===== src/rtl/irq_status_pkg.sv =====
package irq_status_pkg;

   localparam int unsigned MIN_DATA_W = 12;
   localparam int unsigned MAX_DATA_W = 64;
   localparam int unsigned NUM_SRC    = 7;

   // Source index order: 6 = sync loss ... 0 = reset request
   localparam int unsigned POS_SYNC   = 11;
   localparam int unsigned POS_FULL   = 10;
   localparam int unsigned POS_AFULL  = 9;
   localparam int unsigned POS_BAD    = 8;
   localparam int unsigned POS_INIT   = 7;
   localparam int unsigned POS_ROGUE  = 6;
   localparam int unsigned POS_RSTREQ = 3;

   typedef struct packed {
      logic sync_loss;
      logic rx_full;
      logic rx_afull;
      logic bad_data;
      logic init_pend;
      logic rogue_drop;
      logic reset_req;
   } irq_src_t;

   function automatic int unsigned src_pos(input int unsigned idx);
      case (idx)
         6:       return POS_SYNC;
         5:       return POS_FULL;
         4:       return POS_AFULL;
         3:       return POS_BAD;
         2:       return POS_INIT;
         1:       return POS_ROGUE;
         default: return POS_RSTREQ;
      endcase
   endfunction

   function automatic logic [MAX_DATA_W-1:0] impl_mask();
      logic [MAX_DATA_W-1:0] m;
      m = '0;
      for (int unsigned i = 0; i < NUM_SRC; i++) m[src_pos(i)] = 1'b1;
      return m;
   endfunction

endpackage


===== src/rtl/irq_sticky_bit.sv =====
module irq_sticky_bit (
   input  logic clk,
   input  logic rst_n,
   input  logic set_i,
   input  logic clr_i,
   output logic q_o
);
   always_ff @(posedge clk) begin
      if (!rst_n)
         q_o <= 1'b0;
      else if (set_i)
         q_o <= 1'b1;
      else if (clr_i)
         q_o <= 1'b0;
   end
endmodule


===== src/rtl/irq_enable_reg.sv =====
module irq_enable_reg #(
   parameter int unsigned           DATA_W = 16,
   parameter logic [DATA_W-1:0]     IMPL   = '1
) (
   input  logic              clk,
   input  logic              rst_n,
   input  logic              we_i,
   input  logic [DATA_W-1:0] d_i,
   output logic [DATA_W-1:0] q_o
);
   for (genvar g = 0; g < DATA_W; g++) begin : g_bit
      if (IMPL[g]) begin : g_live
         always_ff @(posedge clk) begin
            if (!rst_n)
               q_o[g] <= 1'b0;
            else if (we_i)
               q_o[g] <= d_i[g];
         end
      end else begin : g_tied
         assign q_o[g] = 1'b0;
      end
   end
endmodule


===== src/rtl/irq_combine.sv =====
module irq_combine #(
   parameter int unsigned DATA_W     = 16,
   parameter bit          REGISTERED = 1'b0
) (
   input  logic              clk,
   input  logic              rst_n,
   input  logic [DATA_W-1:0] status_i,
   input  logic [DATA_W-1:0] enable_i,
   output logic              irq_o
);
   logic any_hit;
   assign any_hit = |(status_i & enable_i);

   if (REGISTERED) begin : g_reg
      always_ff @(posedge clk) begin
         if (!rst_n) irq_o <= 1'b0;
         else        irq_o <= any_hit;
      end
   end else begin : g_comb
      assign irq_o = any_hit;
   end
endmodule


===== src/rtl/irq_status_reg.sv =====
module irq_status_reg
   import irq_status_pkg::*;
#(
   parameter int unsigned DATA_W         = 16,
   parameter int unsigned ADDR_W         = 4,
   parameter int unsigned STATUS_ADDR    = 0,
   parameter int unsigned ENABLE_ADDR    = 1,
   parameter bit          IRQ_REGISTERED = 1'b0
) (
   input  logic              clk,
   input  logic              rst_n,
   input  logic              sync_loss_i,
   input  logic              rx_full_i,
   input  logic              rx_afull_i,
   input  logic              bad_data_i,
   input  logic              init_nonempty_i,
   input  logic              rogue_drop_i,
   input  logic              reset_req_i,
   input  logic              wr_en,
   input  logic [ADDR_W-1:0] wr_addr,
   input  logic [DATA_W-1:0] wr_data,
   input  logic [ADDR_W-1:0] rd_addr,
   output logic [DATA_W-1:0] rd_data,
   output logic              irq_o
);
   localparam logic [MAX_DATA_W-1:0] IMPL_ALL = impl_mask();
   localparam logic [DATA_W-1:0]     IMPL     = IMPL_ALL[DATA_W-1:0];
   localparam logic [ADDR_W-1:0]     A_STAT   = ADDR_W'(STATUS_ADDR);
   localparam logic [ADDR_W-1:0]     A_ENAB   = ADDR_W'(ENABLE_ADDR);

   if (DATA_W < MIN_DATA_W || DATA_W > MAX_DATA_W) begin : g_bad_width
      $error("irq_status_reg: DATA_W out of range");
   end
   if (STATUS_ADDR == ENABLE_ADDR) begin : g_bad_addr
      $error("irq_status_reg: register addresses collide");
   end
   if (ADDR_W > 31 || STATUS_ADDR >= (1 << ADDR_W) || ENABLE_ADDR >= (1 << ADDR_W)) begin : g_bad_aw
      $error("irq_status_reg: address does not fit ADDR_W");
   end

   irq_src_t          src;
   logic [DATA_W-1:0] ev_vec;
   logic [DATA_W-1:0] clr_vec;
   logic [DATA_W-1:0] status_q;
   logic [DATA_W-1:0] enable_q;
   logic              wr_stat;
   logic              wr_enab;

   assign src = '{sync_loss:  sync_loss_i,
                  rx_full:    rx_full_i,
                  rx_afull:   rx_afull_i,
                  bad_data:   bad_data_i,
                  init_pend:  init_nonempty_i,
                  rogue_drop: rogue_drop_i,
                  reset_req:  reset_req_i};

   always_comb begin
      ev_vec = '0;
      for (int unsigned i = 0; i < NUM_SRC; i++)
         ev_vec[src_pos(i)] = src[i];
   end

   assign wr_stat = wr_en && (wr_addr == A_STAT);
   assign wr_enab = wr_en && (wr_addr == A_ENAB);
   assign clr_vec = wr_stat ? ~wr_data : '0;

   for (genvar g = 0; g < DATA_W; g++) begin : g_stat
      if (IMPL[g]) begin : g_live
         irq_sticky_bit u_bit (
            .clk   (clk),
            .rst_n (rst_n),
            .set_i (ev_vec[g]),
            .clr_i (clr_vec[g]),
            .q_o   (status_q[g])
         );
      end else begin : g_tied
         assign status_q[g] = 1'b0;
      end
   end

   irq_enable_reg #(.DATA_W(DATA_W), .IMPL(IMPL)) u_enable (
      .clk   (clk),
      .rst_n (rst_n),
      .we_i  (wr_enab),
      .d_i   (wr_data),
      .q_o   (enable_q)
   );

   irq_combine #(.DATA_W(DATA_W), .REGISTERED(IRQ_REGISTERED)) u_combine (
      .clk      (clk),
      .rst_n    (rst_n),
      .status_i (status_q),
      .enable_i (enable_q),
      .irq_o    (irq_o)
   );

   always_comb begin
      if (rd_addr == A_STAT)      rd_data = status_q;
      else if (rd_addr == A_ENAB) rd_data = enable_q;
      else                        rd_data = '0;
   end
endmodule


===== config.mk =====
export PLATFORM = sky130hd
export DESIGN_NAME = irq_status_reg
export DESIGN_NICKNAME = d
export VERILOG_FILES = /design/src/rtl/irq_status_pkg.sv /design/src/rtl/irq_sticky_bit.sv /design/src/rtl/irq_enable_reg.sv /design/src/rtl/irq_combine.sv /design/src/rtl/irq_status_reg.sv
export SDC_FILE = /design/constraint.sdc
export NUM_CORES = 1
export LEC_CHECK = 0
export ABC_AREA = 1
export BUFFER_PORTS_ARGS = -buffer_cell sky130_fd_sc_hd__buf_4
export CAP_MARGIN = 20
export CORE_ASPECT_RATIO = 0.9
export CORE_MARGIN = 2
export CORE_UTILIZATION = 40
export CTS_BUF_LIST = sky130_fd_sc_hd__clkbuf_2
export DETAILED_ROUTE_END_ITERATION = 8
export GPL_TIMING_DRIVEN = 0
export PLACE_DENSITY = 0.73
export SKIP_LAST_GASP = 1
export SLEW_MARGIN = 30
export SYNTH_ARGS = -nofsm -noshare
export SYNTH_HDL_FRONTEND = slang
export SYNTH_HIERARCHICAL = 1
export SYNTH_SLANG_ARGS = --single-unit

===== constraint.sdc =====
create_clock -name clk -period 1.98 [get_ports clk]
set_input_delay 0.198 -clock clk [delete_from_list [all_inputs] [get_ports clk]]
set_output_delay 0.198 -clock clk [all_outputs]
set_load 0.02 [all_outputs]

==> results.sh, run 1 <==
export IMPL_drive_above_1_share_pct=23.3
export IMPL_crit_type="reg2out"
export IMPL_start_util_pct=42.4
export IMPL_r2r_end="g_stat[11].g_live.u_bit/q_o"
export IMPL_syn_to_final_growth_pct=33.5
export IMPL_route_detailed_drc=0
export IMPL_synth_simple_area_share_pct=43.1
export IMPL_dp_slack_ns=0.529
export IMPL_drtPass1Iterations=4
export IMPL_crit_chain="nand2_1 -> nand2_1 -> inv_1 -> nand2_1 -> nor2_1 -> nand2_1 -> buf_4"
export IMPL_cts_buffer_depth=2
export IMPL_wl_per_cell_um=8.02
export IMPL_crit_path_start="g_stat[11].g_live.u_bit/q_o"
export IMPL_synth_top_family_by_area="simple AND/OR/NAND/NOR gates"
export IMPL_ys_seq_elements=14
export IMPL_final_seq_area_um2=280
export IMPL_critical_path_required_ns=1.78
export IMPL_fin_skew_ns=0
export IMPL_cp_top_family="flip-flops"
export IMPL_post_synth_top_area_cell="dfxtp_1"
export IMPL_seq_area_frac_synth_pct=26.5
export IMPL_hold_violations=0
export IMPL_postRouteAntennaNets=0
export IMPL_path_max_fanout=3
export IMPL_setup_slack_ns=0.604
export IMPL_stdcell_area_um2=1410
export IMPL_max_slew_margin_rel_pct=56.1
export IMPL_maxCapViolations=0
export IMPL_timing_rr_start="g_stat[11].g_live.u_bit/q_o"
export IMPL_post_cts_buffers=0
export IMPL_avgSynthCellArea_um2=5.62
export IMPL_cp_common_cell="nand2_1"
export IMPL_min_from="rx_full_i"
export IMPL_fmax_mhz=727
export IMPL_slowest_delay_ns=0.36
export IMPL_ctsResizeCount=0
export IMPL_die_h_um=52.7
export IMPL_period_needed_ns=1.38
export IMPL_p_leak_nw=0.786
export IMPL_overflow=0
export IMPL_numPortBuffers=32
export IMPL_holdWs_ns=0.145
export IMPL_post_route_period_util_pct=69.5
export IMPL_synth_area_um2=1060
export IMPL_htree_levels=1
export IMPL_clkTransAtPathRegs_ns=0.14
export IMPL_synth_cell_types=13
export IMPL_synth_compound_area_share_pct=5.81
export IMPL_grt_pass1_vias=897
export IMPL_synth_area_leaders="dfxtp_1 27%, nand2_1 20%, inv_1 16%, nor2_1 12%, buf_4 7.1%"
export IMPL_drt_iter0_drc=18
export IMPL_end_kind="output pin"
export IMPL_nNetsFinal=275
export IMPL_outcome="finished, final reports clean"
export IMPL_nFillCells=265
export IMPL_worst_pin_slew_ns=0.657
export IMPL_timing_final_max_slew_violations=0
export IMPL_crit_buf_inv=2
export IMPL_path_depth=7
export IMPL_rows=17
export IMPL_rsz0062_at_grt="no"
export IMPL_core_area_um2=2490
export IMPL_cp_arrival_ns=1.18
export IMPL_cts_tree="yes"
export IMPL_die_x_um=58.2
export IMPL_ys_warn_count=6
export IMPL_synthAdderAreaFrac_pct=0
export IMPL_post_dp_hpwl_um=1670
export IMPL_rrSetupSlack_ns=1.36
export IMPL_n_antenna_cell=0
export IMPL_insertion_delay_ns=0.28
export IMPL_grt_pass1_wl_um=3640
export IMPL_dp_cells=264
export IMPL_cts_sinks=14
export IMPL_viasPerCell=4.10
export IMPL_drt_wl_total_um=2150
export IMPL_io_pin_count=51
export IMPL_hp_class="in2reg"
export IMPL_layout_common_cells="55 x nand2_1, 44 x inv_1, 42 x buf_4"
export IMPL_final_cells=268
export IMPL_placed_area_um2=1390
export IMPL_final_setup_viol_count=0
export IMPL_grt_usage_pct=15.7
export IMPL_grt_antenna_before_repair=0
export IMPL_layout_commonest_cell="nand2_1"
export IMPL_reg2reg_depth=2
export IMPL_vias=1098
export IMPL_die_area_um2=3070
export IMPL_synth_top_cell_area_share_pct=26.5
export IMPL_postSynthCellCount=188
export IMPL_synth_mux_area_share_pct=0
export IMPL_cts_buffers=3
export IMPL_peakVddDrop_uv=377
export IMPL_multi_input_area_um2=584
export IMPL_ctsHoldBuffers=0
export IMPL_synth_xor_area_share_pct=0
export IMPL_cp_slowest_cell="dfxtp_1"
export IMPL_crit_path_end="irq_o"
export IMPL_powerDensity_nw_per_um2=424
export IMPL_gp_congestion=0.781
export IMPL_clockRootBuffer="clkbuf_2"
export IMPL_crit_path_start_kind="register"
export IMPL_tns_ns=0
export IMPL_grt_max_degree=15
## metal layers
layer / vias to the layer above / track usage [%] / share of wire, %
met2: 32 / 25.6 / 44
li1: 621 / - / -
met1: 441 / 19.4 / 48
met4: 0 / 8.14 / 1.9
met5: - / 0 / 0
met3: 4 / 3.21 / 6.0
## report_power, final
part	switching, mW	leakage, nW	internal (mW)
sequential	0.0105	0.115	0.295
clock	0.0958	0.0140	0.0439
combinational	0.0771	0.657	0.0760
total	0.183	0.786	0.415
## registers in the layout (all words and copies together) (netlist names)
register	cells
g_stat.g_live.u_bit/q_o	7
u_enable/q_o	7
## Yosys cell counts
master and count:
nand2_2 1, nand4_1 1, conb_1 2, nand3_1 15
a21oi_2 7, nor3b_1 1, buf_6 1, inv_1 44
buf_4 10, nor2_1 35, nand2_1 55, dfxtp_1 14
nor2_4 2
## area by class of cell
| class | count | area share, % |
|---|---|---|
| Multi-Input combinational cell | 135 | 41.4 |
| Clock buffer | 3 | 1.06 |
| Clock inverter | 1 | 0.266 |
| Sequential cell | 14 | 19.9 |
| Inverter | 44 | 11.7 |
| Tap cell | 28 | 2.48 |
| Buffer | 11 | 6.12 |
| Timing Repair Buffer | 32 | 17.0 |
## through the flow
stage | total power [mW] | util, %
global route | 0.637 | 56.7
floorplan | 0.403 | -
finish | 0.599 | 56.7
global placement | 0.462 | 55.9
CTS | 0.603 | 56.7
detailed placement | 0.464 | 55.9
## cell families after synthesis
logic type	count (synthesis)
DFF	14
buffers and inverters	55
and+or+nand+nor	110
AOI/OAI and AO/OA	7
other	2
## worst min path at each step
| stage | endpoint | slack (ns) | cells past startpoint |
|---|---|---|---|
| finish | g_stat[10].g_live.u_bit/q_o | 0.14 | 3 |
| global placement | g_stat[10].g_live.u_bit/q_o | 0.45 | 3 |
| floorplan | u_enable/q_o[10] | 0.32 | 2 |
| detailed placement | g_stat[6].g_live.u_bit/q_o | 0.46 | 3 |
| CTS | g_stat[6].g_live.u_bit/q_o | 0.13 | 3 |
| global route | g_stat[6].g_live.u_bit/q_o | 0.13 | 3 |
## tightest hold or removal path: stages
cell	delay (ns)
buf_4	0.11
inv_1	0.05
a21oi_2	0.05
No activity file was read; power rests on OpenSTA's default activity.
==> run 2, diff against run 1 <==
ABC_AREA = 0   (was 1)
PLACE_DENSITY = 0.76   (was 0.73)
clock period = 1.2 ns   (was 1.98 ns; I/O delays follow)
==> results.sh, run 2 <==
export IMPL_outcome="finished with violations"
export IMPL_violations="setup timing"
export IMPL_syn_to_final_growth_pct=35.2
export IMPL_final_setup_viol_count=2
export IMPL_crit_buf_inv=1
export IMPL_synth_cell_types=22
export IMPL_die_area_um2=3050
export IMPL_clkTransAtPathRegs_ns=0.12
export IMPL_grt_max_degree=15
export IMPL_peakVddDrop_uv=528
export IMPL_layout_commonest_cell="buf_4"
export IMPL_critical_path_required_ns=1.08
export IMPL_htree_levels=1
export IMPL_powerDensity_nw_per_um2=707
export IMPL_synth_area_leaders="dfxtp_1 27%, mux2i_1 13%, nor2b_4 9.2%, buf_4 6.4%, a221oi_2 5.7%"
export IMPL_postRouteAntennaNets=0
export IMPL_core_area_um2=2470
export IMPL_crit_path_start_kind="register"
export IMPL_postSynthCellCount=110
export IMPL_grt_antenna_before_repair=0
export IMPL_synth_ff_type="dfxtp_1"
export IMPL_grt_pass1_vias=825
export IMPL_insertion_delay_ns=0.27
export IMPL_cts_buffer_depth=2
export IMPL_n_antenna_cell=0
export IMPL_final_seq_area_um2=285
export IMPL_gp_congestion=0.793
export IMPL_synth_top_cell_area_share_pct=26.7
export IMPL_die_h_um=52.6
export IMPL_post_route_period_util_pct=125
export IMPL_final_util_pct=57.6
export IMPL_synth_simple_area_share_pct=34.4
export IMPL_placed_area_um2=1360
export IMPL_ys_warn_count=6
export IMPL_hp_class="in2reg"
export IMPL_numPortBuffers=29
export IMPL_synth_edf_count=0
export IMPL_grt_usage_pct=17.2
export IMPL_path_max_fanout=2
export IMPL_drt_wl_total_um=2480
export IMPL_dp_cells=183
export IMPL_drt_iter0_drc=20
export IMPL_setup_slack_ns=-0.304
export IMPL_postSynth_asyncResetShare_pct=0
export IMPL_drive_above_1_share_pct=40.1
export IMPL_clockRootBuffer="clkbuf_2"
export IMPL_layout_common_cells="40 x buf_4, 18 x conb_1, 14 x mux2i_1"
export IMPL_synth_xor_area_share_pct=0
export IMPL_cts_sinks=14
export IMPL_start_util_pct=42.6
export IMPL_dp_slack_ns=-0.220
export IMPL_fmax_mhz=665
export IMPL_cp_top_family="compound AO/OA/AOI/OAI gates"
export IMPL_nFillCells=230
export IMPL_synth_compound_area_share_pct=14.0
export IMPL_tns_ns=-0.326
export IMPL_route_detailed_drc=0
export IMPL_seq_area_frac_synth_pct=26.7
export IMPL_crit_type="reg2out"
export IMPL_multi_input_area_um2=717
export IMPL_max_slew_margin_rel_pct=65.8
export IMPL_vias=910
export IMPL_crit_chain="a22o_1 -> a221oi_2 -> nand4_1 -> buf_4"
export IMPL_p_leak_nw=0.644
export IMPL_nNetsFinal=198
export IMPL_cp_arrival_ns=1.38
export IMPL_cts_buffers=3
export IMPL_fin_skew_ns=0
export IMPL_reg_largest_list="g_stat.g_live.u_bit/q_o (7), u_enable/q_o (7)"
export IMPL_synth_top_family_by_area="simple AND/OR/NAND/NOR gates"
export IMPL_ys_seq_elements=14
export IMPL_ctsHoldBuffers=0
export IMPL_rows=17
export IMPL_post_synth_top_area_cell="dfxtp_1"
export IMPL_ys_top_cells_by_count="14 x dfxtp_1, 14 x mux2i_1, 9 x and2_1, 9 x buf_4"
export IMPL_synthAdderAreaFrac_pct=0
export IMPL_maxCapViolations=0
export IMPL_hold_violations=0
export IMPL_end_kind="output pin"
export IMPL_period_needed_ns=1.50
export IMPL_drtPass1Iterations=4
export IMPL_synth_mux_area_share_pct=13.3
export IMPL_io_pin_count=51
export IMPL_worst_pin_slew_ns=0.509
export IMPL_cp_slowest_cell="dfxtp_2"
export IMPL_rsz0062_at_grt="yes"
export IMPL_grt_pass1_wl_um=3950
export IMPL_avgSynthCellArea_um2=9.55
export IMPL_rrSetupSlack_ns=0.36
export IMPL_slowest_delay_ns=0.34
export IMPL_viasPerCell=4.79
export IMPL_post_dp_hpwl_um=1860
export IMPL_timing_final_max_slew_violations=0
export IMPL_overflow=0
export IMPL_stdcell_area_um2=1420
export IMPL_die_x_um=58.0
export IMPL_synth_area_um2=1050
export IMPL_wl_per_cell_um=13.1
export IMPL_cts_tree="yes"
export IMPL_final_cells=190
-- run 2: worst paths after layout --
kind | from | end | cells after the start
worst max-delay path | u_enable/q_o[7] | irq_o | 4
worst min-delay path | rogue_drop_i | g_stat[6].g_live.u_bit/q_o | 2
worst max register to register | g_stat[7].g_live.u_bit/q_o | g_stat[7].g_live.u_bit/q_o | 3
worst min register to register | u_enable/q_o[3] | u_enable/q_o[3] | 2
-- run 2: final cells by class --
| cell class | instances | area share, % |
|---|---|---|
| Multi-Input combinational cell | 97 | 50.4 |
| Sequential cell | 14 | 20.1 |
| Tap cell | 28 | 2.46 |
| Buffer | 15 | 8.01 |
| Timing Repair Buffer | 33 | 18.0 |
| Clock buffer | 3 | 1.06 |
-- run 2: layer usage --
layer | GRT usage, % | part of all wire [%] | wire length (µm)
met1 | 22.2 | 41 | 1010
met2 | 29.5 | 52 | 1290
met5 | 0 | 0 | 0
met4 | 3.49 | 0.93 | 23
met3 | 3.70 | 6.5 | 161
-- run 2: what timing repair did --
action | in CTS | in global routing
setup endpoints to repair | 2 | 5
pin swaps | 3 | 2
gates resized for setup | 4 | 2
setup buffers | 4 | 1
cloned | 0 | 0
-- run 2: power by group --
part / internal (mW) / switching (mW)
Sequential: 0.486 / 0.0172
Clock: 0.0682 / 0.147
Combinational: 0.166 / 0.121
-- run 2: metrics by stage --
stage	power (mW)	hold WS (ns)
floorplan	0.683	0.237
global placement	0.774	0.328
detailed placement	0.782	0.332
CTS	1.01	0.0342
global route	1.07	0.0167
finish	1.00	0.0413
-- run 2: kinds of logic after synthesis --
| family | Yosys count |
|---|---|
| AND/OR/NAND/NOR | 50 |
| buffers and inverters | 15 |
| flip-flops | 14 |
| multiplexers | 14 |
| AO/OA/AOI/OAI | 15 |
| other | 2 |
==> run 3, diff against run 2 <==
CORE_UTILIZATION = 39   (was 40)
PLACE_DENSITY = 0.74   (was 0.76)
==> results.sh, run 3 (synthesis gave the netlist of run 2 again) <==
export IMPL_outcome="finished with violations"
export IMPL_violations="DRC, setup timing"
export IMPL_syn_to_final_growth_pct=35.7
export IMPL_route_detailed_drc=3
export IMPL_grt_max_degree=15
export IMPL_clockRootBuffer="clkbuf_2"
export IMPL_grt_antenna_before_repair=0
export IMPL_stdcell_area_um2=1430
export IMPL_overflow=0
export IMPL_die_area_um2=3130
export IMPL_maxCapViolations=0
export IMPL_grt_pass1_wl_um=3930
export IMPL_numPortBuffers=29
export IMPL_hold_violations=0
export IMPL_gp_congestion=0.783
export IMPL_post_route_period_util_pct=127
export IMPL_fmax_mhz=657
export IMPL_n_antenna_cell=0
export IMPL_drive_above_1_share_pct=43.2
export IMPL_crit_chain="a22o_1 -> a221oi_2 -> nand4_1 -> buf_4"
export IMPL_powerDensity_nw_per_um2=711
export IMPL_p_leak_nw=0.640
export IMPL_postRouteAntennaNets=0
export IMPL_nNetsFinal=197
export IMPL_htree_levels=1
export IMPL_cts_tree="yes"
export IMPL_dp_cells=183
export IMPL_timing_final_max_slew_violations=0
export IMPL_drtPass1Iterations=6
export IMPL_cp_slowest_cell="dfxtp_1"
export IMPL_core_area_um2=2510
export IMPL_crit_type="reg2out"
export IMPL_placed_area_um2=1360
export IMPL_crit_path_start_kind="register"
export IMPL_path_max_fanout=3
export IMPL_hp_class="in2reg"
export IMPL_clkTransAtPathRegs_ns=0.15
export IMPL_peakVddDrop_uv=435
export IMPL_slowest_delay_ns=0.36
export IMPL_fin_skew_ns=0
export IMPL_dp_slack_ns=-0.228
export IMPL_grt_pass1_vias=877
export IMPL_rsz0062_at_grt="yes"
export IMPL_insertion_delay_ns=0.26
export IMPL_die_x_um=58.7
export IMPL_max_slew_margin_rel_pct=64.8
export IMPL_layout_commonest_cell="buf_4"
export IMPL_viasPerCell=4.76
export IMPL_start_util_pct=41.9
export IMPL_setup_slack_ns=-0.322
export IMPL_drt_wl_total_um=2490
export IMPL_final_setup_viol_count=2
export IMPL_reg_largest_list="g_stat.g_live.u_bit/q_o (7), u_enable/q_o (7)"
export IMPL_layout_common_cells="39 x buf_4, 18 x conb_1, 14 x mux2i_1"
export IMPL_final_cells=190
export IMPL_cp_arrival_ns=1.40
export IMPL_critical_path_required_ns=1.08
export IMPL_drt_iter0_drc=26
export IMPL_end_kind="output pin"
export IMPL_rows=17
export IMPL_io_pin_count=51
export IMPL_vias=905
export IMPL_cts_buffers=3
export IMPL_worst_pin_slew_ns=0.523
export IMPL_grt_usage_pct=16.9
export IMPL_cts_buffer_depth=2
export IMPL_period_needed_ns=1.52
export IMPL_cts_sinks=14
export IMPL_die_h_um=53.3
export IMPL_post_dp_hpwl_um=1950
export IMPL_wl_per_cell_um=13.1
run 3: changes by cell type in the layout (fill, tap and decap cells not counted), sizes merged:
| cell | before | now |
|---|---|---|
| clkinv | 0 | 1 |
| buf | 46 | 44 |
| dlygate4sd3 | 0 | 1 |
run 3: path summary, 6_finish.rpt:
kind         cells after the start                    endpoint  slack [ns]                  startpoint
max reg2reg                      3  g_stat[7].g_live.u_bit/q_o        0.35  g_stat[7].g_live.u_bit/q_o
max                              4                       irq_o       -0.32             u_enable/q_o[7]
min reg2reg                      2            u_enable/q_o[11]        0.54            u_enable/q_o[11]
min                              2  g_stat[3].g_live.u_bit/q_o        0.04                 reset_req_i
run 3: stage by stage:
stage          total power [mW]  setup TNS [ns]  util (%)  hold WS (ns)
2_1_floorplan             0.683               0         -         0.237
3_3_place_gp              0.775           -2.21      54.3         0.329
3_5_place_dp              0.782           -2.55      54.3         0.330
4_1_cts                    1.01          -0.332      55.4        0.0364
5_1_grt                    1.09          -0.581      56.8       0.00224
6_report                   1.01          -0.336      56.8        0.0398
run 3: timing repair:
| item | in CTS | in global routing |
|---|---|---|
| setup buffers | 1 | 2 |
| gates resized for setup | 1 | 11 |
| endpoints found under the hold margin | 0 | 1 |
| pin swaps | 1 | 2 |
| endpoints found under the setup margin | 1 | 7 |
| hold buffers | 0 | 1 |
run 3: critical path, delay by kind of cell, from the launching register on:
| kind | cells | cell delay, ns |
|---|---|---|
| AOI/OAI and AO/OA | 2 | 0.44 |
| DFF | 1 | 0.36 |
| buffers and inverters | 1 | 0.18 |
| and+or+nand+nor | 1 | 0.14 |
run 3: per-layer routing:
layer / part of all wire (%) / routed length, µm / up-vias / global-route usage (%)
li1: - / - / 460 / -
met1: 40 / 991 / 402 / 21.3
met2: 51 / 1280 / 39 / 29.3
met3: 8.1 / 203 / 4 / 4.16
met4: 0.88 / 22 / 0 / 3.41
met5: 0 / 0 / - / 0
run 3: area by class of cell:
| class | count | area (µm²) |
|---|---|---|
| clock inverter | 1 | 3.75 |
| timing repair buffer | 32 | 246 |
| sequential | 14 | 293 |
| buffer | 15 | 114 |
| clock buffer | 3 | 15.0 |
| tap | 28 | 35.0 |
| fill | 234 | 1080 |
| multi-input combinational | 97 | 719 |
run 3: power by group:
| group | internal, mW | switching (mW) | leakage, nW |
|---|---|---|---|
| Combinational | 0.163 | 0.119 | 0.507 |
| Clock | 0.0724 | 0.154 | 0.0140 |
| Sequential | 0.488 | 0.0175 | 0.119 |
| Total | 0.723 | 0.290 | 0.640 |
